==> src/rtl/dma_fill_pkg.sv <==
`timescale 1ns/1ps
package dma_fill_pkg;
  typedef enum logic [1:0] {
    REQ_ON_EMPTY     = 2'd0,
    REQ_BELOW_HALF   = 2'd1,
    REQ_BELOW_FULL   = 2'd2,
    REQ_HALF_TO_FULL = 2'd3
  } req_mode_e;
endpackage

==> src/rtl/fill_compare.sv <==
`timescale 1ns/1ps
// Level comparators: purely combinational so the full flag has no latency.
module fill_compare #(
  parameter int CNT_W = 15
) (
  input  logic [CNT_W-1:0] level,
  input  logic [CNT_W-1:0] depth,
  output logic             is_empty,
  output logic             below_half,
  output logic             is_full
);
  logic [CNT_W-1:0] half_mark;

  always_comb begin
    half_mark  = depth >> 1;
    is_empty   = (level == '0);
    below_half = (level < half_mark);
    is_full    = (level >= depth);
  end
endmodule

==> src/rtl/fill_latch.sv <==
`timescale 1ns/1ps
// Hysteresis flop for the half-to-full policy.
module fill_latch (
  input  logic clk,
  input  logic rst_n,
  input  logic enable,
  input  logic clr_wr,
  input  logic armed_mode,
  input  logic below_half,
  input  logic is_full,
  output logic latched
);
  logic latched_d;

  always_comb begin
    latched_d = latched;
    if (!enable || clr_wr || !armed_mode) latched_d = 1'b0;
    else if (is_full)                     latched_d = 1'b0;
    else if (below_half)                  latched_d = 1'b1;
  end

  always_ff @(posedge clk or negedge rst_n) begin
    if (!rst_n) latched <= 1'b0;
    else        latched <= latched_d;
  end
endmodule

==> src/rtl/req_select.sv <==
`timescale 1ns/1ps
// Policy multiplexer; full always vetoes the request.
module req_select
  import dma_fill_pkg::*;
(
  input  req_mode_e mode,
  input  logic      enable,
  input  logic      is_empty,
  input  logic      below_half,
  input  logic      is_full,
  input  logic      latched,
  output logic      req
);
  logic cond;

  always_comb begin
    unique case (mode)
      REQ_ON_EMPTY:     cond = is_empty;
      REQ_BELOW_HALF:   cond = below_half;
      REQ_BELOW_FULL:   cond = 1'b1;
      REQ_HALF_TO_FULL: cond = below_half | latched;
      default:          cond = 1'b0;
    endcase
    req = enable & ~is_full & cond;
  end
endmodule

==> src/rtl/dma_fill_req.sv <==
`timescale 1ns/1ps
module dma_fill_req
  import dma_fill_pkg::*;
#(
  parameter int DEPTH_MAX = 16384,
  localparam int CNT_W = $clog2(DEPTH_MAX) + 1
) (
  input  logic             clk,
  input  logic             rst_n,
  input  logic             enable,
  input  logic             mode_wr,
  input  logic [1:0]       mode_in,
  input  logic [CNT_W-1:0] fifo_level,
  input  logic [CNT_W-1:0] fifo_depth,
  output logic             dma_req,
  output logic             burst_active
);
  req_mode_e mode_q;
  logic is_empty, below_half, is_full, latched;

  always_ff @(posedge clk or negedge rst_n) begin
    if (!rst_n)       mode_q <= REQ_ON_EMPTY;
    else if (mode_wr) mode_q <= req_mode_e'(mode_in);
  end

  fill_compare #(.CNT_W(CNT_W)) u_cmp (
    .level(fifo_level), .depth(fifo_depth),
    .is_empty(is_empty), .below_half(below_half), .is_full(is_full)
  );

  fill_latch u_latch (
    .clk(clk), .rst_n(rst_n), .enable(enable), .clr_wr(mode_wr),
    .armed_mode(mode_q == REQ_HALF_TO_FULL),
    .below_half(below_half), .is_full(is_full), .latched(latched)
  );

  req_select u_sel (
    .mode(mode_q), .enable(enable), .is_empty(is_empty),
    .below_half(below_half), .is_full(is_full), .latched(latched),
    .req(dma_req)
  );

  assign burst_active = latched;
endmodule

==> config.mk <==
export PLATFORM = sky130hd
export DESIGN_NAME = dma_fill_req
export DESIGN_NICKNAME = d
export VERILOG_FILES = /design/src/rtl/dma_fill_pkg.sv /design/src/rtl/fill_compare.sv /design/src/rtl/fill_latch.sv /design/src/rtl/req_select.sv /design/src/rtl/dma_fill_req.sv
export SDC_FILE = /design/constraint.sdc
export NUM_CORES = 1
export LEC_CHECK = 0
export CAP_MARGIN = 20
export CORE_MARGIN = 5
export CORE_UTILIZATION = 30
export DETAILED_ROUTE_END_ITERATION = 7
export PLACE_DENSITY = 0.65
export SLEW_MARGIN = 30
export SYNTH_ARGS = -nofsm -noshare
export SYNTH_HDL_FRONTEND = slang
export SYNTH_SLANG_ARGS = --single-unit
==> constraint.sdc <==
create_clock -name clk -period 4.78 [get_ports clk]
set_input_delay 0.956 -clock clk [delete_from_list [all_inputs] [get_ports clk]]
set_output_delay 0.956 -clock clk [all_outputs]
set_load 0.1 [all_outputs]
==> results.tsv, run 1 <==
metric	value	unit
power.ir.vdd_worst	0.0001202	V
number_of_different_library_cells_in_the_post_synthesis_netlist	22	
power.total	0.0001733	W
starting_density_of_the_core	31.02	%
viasPerCell	4.841	
synth_nets	174	
layout.nets	216	
path_cells	clkdlybuf4s50_1 > ha_1 > a21oi_2 > o21ai_1 > a2111oi_2 > o21ai_1 > a21oi_1 > buf_12	
timing.final.crit_period	3.942	ns
largest_stage_delay_on_the_critical_path	0.46	ns
gr-usage-all-layers	11.50	%
fin_worst_hold_slack	0.5468	ns
outcome	completed	
grt_overflow_total	0	
synth.yosys.warnings	0	
routed_wl	2184	µm
stdcell_area	1286	µm²
class_of_the_tightest_hold_or_removal_check	reg -> reg	
cap_viol_max_count	0	
growth_of_design_area_from_synthesis_to_finish	52.98	%
crit-reg2reg-capture	u_latch.latched	
slew_viol_final	0	
report.final.setup_viol	0	
first_pass_grt_wire_length	3864	µm
post_cts.resized_instances	0	
drtIter0Drc	10	
synth.yosys.seq_area_share	8.929	%
place_hpwl	1995	µm
clock_insertion_delay_worst_skew	0.23	ns
timing.critical_path.to_type	output pin	
post_drt_wl_per_cell	12.00	µm
flops_latches_synth	3	
whs_path_depth	1	
critical-path-slowest-cell	clkdlybuf4s50_1	
fin_crit_sh	82.47	%
cell_area_after_placement	1260	µm²
first_global_vias	962	
gpl.final_weighted_congestion	0.7963	
clkSinkCount	3	
fp.dieArea	3961	µm²
synth_top_area_cell	ha_1	
detailedRoute.firstPassIterationCount	4	
hold_path_start	mode_q[1]	
drive_gt1_share	6.623	%
critical_path_class	in -> out	
achievable-frequency	253.7	MHz
cts_post_setup_buffers_inserted	0	
core-area	2710	µm²
final_core_utilization	47.46	%
grt_start_max_net_pins	5	
worst_path_dominant_cell_family	compound AO/OA/AOI/OAI gates	
worst_hold_path.endpoint	mode_q[1]	
worst-slew-pin-transition	0.9695	ns
antenna_found_initial	0	
netlist_area	840.8	µm²
remaining_drc_errors	0	
post_synth_inst_count	110	
maxSlewHeadroom	35.17	%
floorplan.die.height	62.94	µm
post_synth_main_area_contributors	ha_1, dfrtp_1, inv_1, a21oi_1, nand2_1	
power.density	134.7	nW/µm²
cp_data_arrival_time	2.99	ns
critPathMostFrequentCell	o21ai_1	
fin_skew	0.0003827	ns
pin_count	38	
cts-root-buf	clkbuf_4	
htreeDepth	1	
timing.critical_path.required	3.82	ns
r2r.worst_path.cells	2	
post_synthesis_area_per_instance	7.644	µm²
finalSetupTns	0	ns
rsz0062_at_grt	no	
standard_cell_row_count	19	
worstSetupStartpointType	primary input	
antenna_cells_inserted	0	
r2r_start	mode_q[0]	
clk_path_buf_depth	2	
antenna_violating_nets_post_route	0	
cellLeakagePower	0.6174	nW
r2r_setup_slack	4.01	ns
final_hold_viol_count	0	
place.port_buffers	37	
tritoncts	done	
critPathBufInv	2	
ctsHoldBuffers	0	
detailroute.via_count	881	
cts_clk_pin_slew_worst_paths	0.03	ns
cp_max_fo	3	
synth_largest_type_area_fraction	41.67	%
cts_made_buffers	3	
die-width	62.94	µm
area by class of cell:
class / instances / area, µm²
sequential: 3 / 75.07
fill: 292 / 1424
multi-input combinational: 89 / 698.2
tap: 31 / 38.79
inverter: 18 / 67.56
timing repair buffer: 37 / 380.4
clock buffer: 4 / 26.28
placed cells by master (no fill, tap or decap), drive strengths merged:
master,instances
a211oi,1
nand3,1
ha,28
a221oi,1
mux2,1
nand2,14
a21o,2
o21ai,11
nor4,4
a41o,1
clkinv,1
clkdlybuf4s50,36
a2111oi,1
inv,17
nand4b,1
dfrtp,3
buf,1
nand3b,1
nor2b,2
clkbuf,4
a21oi,13
o211ai,1
nor2,6
power by group:
part	switching, W	total, W	leakage, nW	internal (W)
Clock	0.0000126	0.0000439	0.0150	0.0000312
Combinational	0.0000468	0.000101	0.565	0.0000538
Sequential	0.00000152	0.0000288	0.0378	0.0000273
synthesized netlist by cell type, drive strengths merged:
cell type and instances:
inv 17, nor2b 2, a211oi 1, a2111oi 1, clkinv 1, a41o 1, mux2 1, nand3b 1
ha 28, nor2 6, a21o 2, nand3 1, nand4b 1, o21ai 11, dfrtp 3, nor4 4
a221oi 1, o211ai 1, nand2 14, a21oi 13
sequential cells by signal, summed over array words and instances (netlist names):
register and count:
mode_q 2, u_latch.latched 1
kinds of logic (layout without fill, tap and decap cells):
kind of cell,Yosys count,in the layout,synth area share (%)
AOI/OAI and AO/OA,31,31,24.11
and+or+nand+nor,29,29,15.92
adders and majority gates,28,28,41.67
buffers and inverters,18,59,8.035
DFF,3,3,8.928
muxes,1,1,1.339
stage by stage:
stage                     setup WS (ns)  instances
after floorplan                  0.3933        110
after global placement           0.8843        178
after detailed placement         0.8550        178
after CTS                        0.8262        182
after global routing             0.6834        182
final                            0.8379        182
worst reg2reg max path, cell delays in order, from the launching register on:
cell,delay [ns]
dfrtp_1,0.38
nand3b_1,0.11
a211oi_2,0.20
layer usage:
layer | routed length, µm | vias up | global-route usage, % | share of wire, %
met1 | 1007 | 388 | 14.12 | 46
li1 | - | 475 | - | -
met4 | 16 | 0 | 3.979 | 0.73
met2 | 1093 | 16 | 20.38 | 50
met3 | 67 | 2 | 1.259 | 3.1
met5 | 0 | - | 0 | 0
how the worst max path moves through the flow:
stage | from | to | slack, ns | cells after the start
after floorplan | fifo_depth[8] | dma_req | 0.39 | 7
after global placement | fifo_level[12] | dma_req | 0.88 | 8
after detailed placement | fifo_depth[8] | dma_req | 0.86 | 9
after CTS | fifo_depth[8] | dma_req | 0.83 | 9
after global routing | fifo_level[10] | dma_req | 0.68 | 8
final | fifo_level[8] | dma_req | 0.84 | 8
Note: power is estimated with default switching activity, not from simulation.
==> run 2, diff against run 1 <==
- PLACE_DENSITY: 0.65 -> 0.67
- clock period: 4.78 -> 3.6 ns (I/O delays scaled with it)
==> run 2 against run 1 <==
  * First-iteration DRC count stayed put
  * Critical path depth stayed put
  * Worst hold slack better by 0.022 ns
  * Final area is 0.29% higher
  * Global-route usage is 0.81 points lower
  * Sequential share of layout area hardly changed
  * Flip-flop and latch count stayed put
  * Combinational power is 32% higher
  * Non-clock buffer count stayed put
  * Register-to-register slack worse by 1.2 ns
  * Clock power is 39% higher
  * Die area stayed put
  * Critical endpoint unchanged
==> results.tsv, run 2 (synthesized netlist as in run 1, its figures left out) <==
metric	value	unit	change
remaining_drc_errors	0		unchanged
cts_clk_pin_slew_worst_paths	0.04	ns	about the same
viasPerCell	4.769		-1.5%
cp_data_arrival_time	2.71	ns	-0.28 ns
grt_start_max_net_pins	5		unchanged
post_drt_wl_per_cell	11.45	µm	-4.6%
timing.critical_path.to_type	output pin		
detailroute.via_count	868		-1.5%
first_pass_grt_wire_length	3608	µm	-6.6%
timing.final.crit_period	3.430	ns	
cts_post_setup_buffers_inserted	0		unchanged
layout.nets	216		unchanged
report.final.setup_viol	0		unchanged
internal_power	0.0001491	W	+33%
antenna_found_initial	0		unchanged
drive_gt1_share	7.285	%	+0.66 points
post_cts.resized_instances	0		unchanged
antenna_violating_nets_post_route	0		unchanged
power.net_switching	0.00008340	W	+37%
share_clk_of_total_power	26.3	%	+1.0 points
cts_made_buffers	3		unchanged
tritoncts	done		
fin_cells	182		unchanged
core-area	2710	µm²	unchanged
ctsHoldBuffers	0		unchanged
timing.critical_path.depth	8		unchanged
sw_frac_of_total	35.87	%	+0.68 points
dpl.cell_count	178		unchanged
maxSlewHeadroom	35.24	%	+0.077 points
whs_path_depth	2		+1
die-width	62.94	µm	unchanged
worst_slack	0.1698	ns	-0.6681 ns
power.combinational.fraction	57.1	%	-1.0 points
cellLeakagePower	0.6174	nW	about the same
first_global_vias	860		-11%
worst_path_dominant_cell_family	compound AO/OA/AOI/OAI gates		
finalSetupTns	0	ns	unchanged
layout.cells.most_common_list	clkdlybuf4s50_1, ha_1, inv_1		
grt_overflow_total	0		unchanged
standard_cell_row_count	19		unchanged
r2r.worst_path.cells	1		-1
largest_stage_delay_on_the_critical_path	0.46	ns	about the same
cp_max_fo	3		unchanged
outcome	completed		
critical_path_class	in -> out		
place.port_buffers	37		unchanged
worstSetupStartpointType	primary input		
final_hold_viol_count	0		unchanged
power.ir.vdd_worst	0.0002216	V	+84%
commonest_non_fill_non_tap_cell_in_the_layout	clkdlybuf4s50_1		
rsz0062_at_grt	no		
path_cells	clkdlybuf4s50_1 > ha_1 > a21oi_2 > o21ai_1 > a2111oi_2 > o21ai_1 > a21oi_2 > buf_12		
power.total	0.0002325	W	+34%
top_register	mode_q		
achievable-frequency	291.5	MHz	
critical-path-slowest-cell	clkdlybuf4s50_1		
clk_path_buf_depth	2		unchanged
antenna_cells_inserted	0		unchanged
class_of_the_tightest_hold_or_removal_check	reg -> reg		
largest_reg_flops	2		unchanged
clock_insertion_delay_worst_skew	0.24	ns	about the same
critPathBufInv	2		unchanged
slew_viol_final	0		unchanged
drtIter0Drc	10		unchanged
gpl.final_weighted_congestion	0.7937		-0.33%
routed_wl	2084	µm	-4.6%
cap_viol_max_count	0		unchanged
cts-root-buf	clkbuf_4		
worst-slew-pin-transition	0.9683	ns	-0.001147 ns
fin_skew	0.004082	ns	+0.003699 ns
floorplan.die.height	62.94	µm	unchanged
htreeDepth	1		unchanged
top_regs	mode_q x2, u_latch.latched x1		
pre_cts_slack	0.1796	ns	-0.6754 ns
pin_count	38		unchanged
gr-usage-all-layers	10.69	%	-0.81 points
seq_power_share	16.5	%	about the same
power.density	180.2	nW/µm²	+34%
clkSinkCount	3		unchanged
detailedRoute.firstPassIterationCount	2		-2
starting_density_of_the_core	31.02	%	unchanged
fin_crit_sh	95.28	%	
place_hpwl	1901	µm	-4.7%
timing.critical_path.required	2.88	ns	-0.94 ns
fp.dieArea	3961	µm²	unchanged
growth_of_design_area_from_synthesis_to_finish	53.42	%	
[run 2: cell counts in the layout (fill, tap and decap cells not counted)]
Identical to the previous run, type by type.
[run 2: cell type report]
cell class                      instances  area [µm²]
Inverter                               18       67.56
Clock buffer                            4       26.28
Multi-Input combinational cell         89       701.9
Fill cell                             302        1420
Timing Repair Buffer                   37       380.4
Sequential cell                         3       75.07
Tap cell                               31       38.79
[run 2: worst paths after layout]
| kind | from | end | slack (ns) |
|---|---|---|---|
| max reg2reg | mode_q[1] | mode_q[1] | 2.82 |
| max in group asynchronous | rst_n | mode_q[1] | 2.79 |
| max | fifo_level[8] | dma_req | 0.17 |
| min reg2reg | u_latch.latched | u_latch.latched | 0.57 |
| min | u_latch.latched | u_latch.latched | 0.57 |
| min in group asynchronous | rst_n | u_latch.latched | 0.66 |
[run 2: metrics by stage]
stage / hold slack (ns) / instance area (µm²) / util [%]
after floorplan: 0.4244 / 844.6 / -
after global placement: 0.5368 / 1264 / 46.63
after detailed placement: 0.5570 / 1264 / 46.63
after CTS: 0.5658 / 1290 / 47.60
after global routing: 0.6071 / 1290 / 47.60
final: 0.5690 / 1290 / 47.60
[run 2: layer usage]
metal	global-route usage, %	wire, µm
met1	14.64	1026
met2	16.41	934
met3	2.518	101
met4	3.183	21
met5	0	0
[run 2: power by group through the flow]
stage	logic, W	clock network, W	registers (W)
detailed placement	0.000134	0	0.0000390
global route	0.000151	0.0000669	0.0000389
global placement	0.000131	0	0.0000386
CTS	0.000135	0.0000646	0.0000385
floorplan	0.0000700	0	0.0000390
finish	0.000133	0.0000612	0.0000384
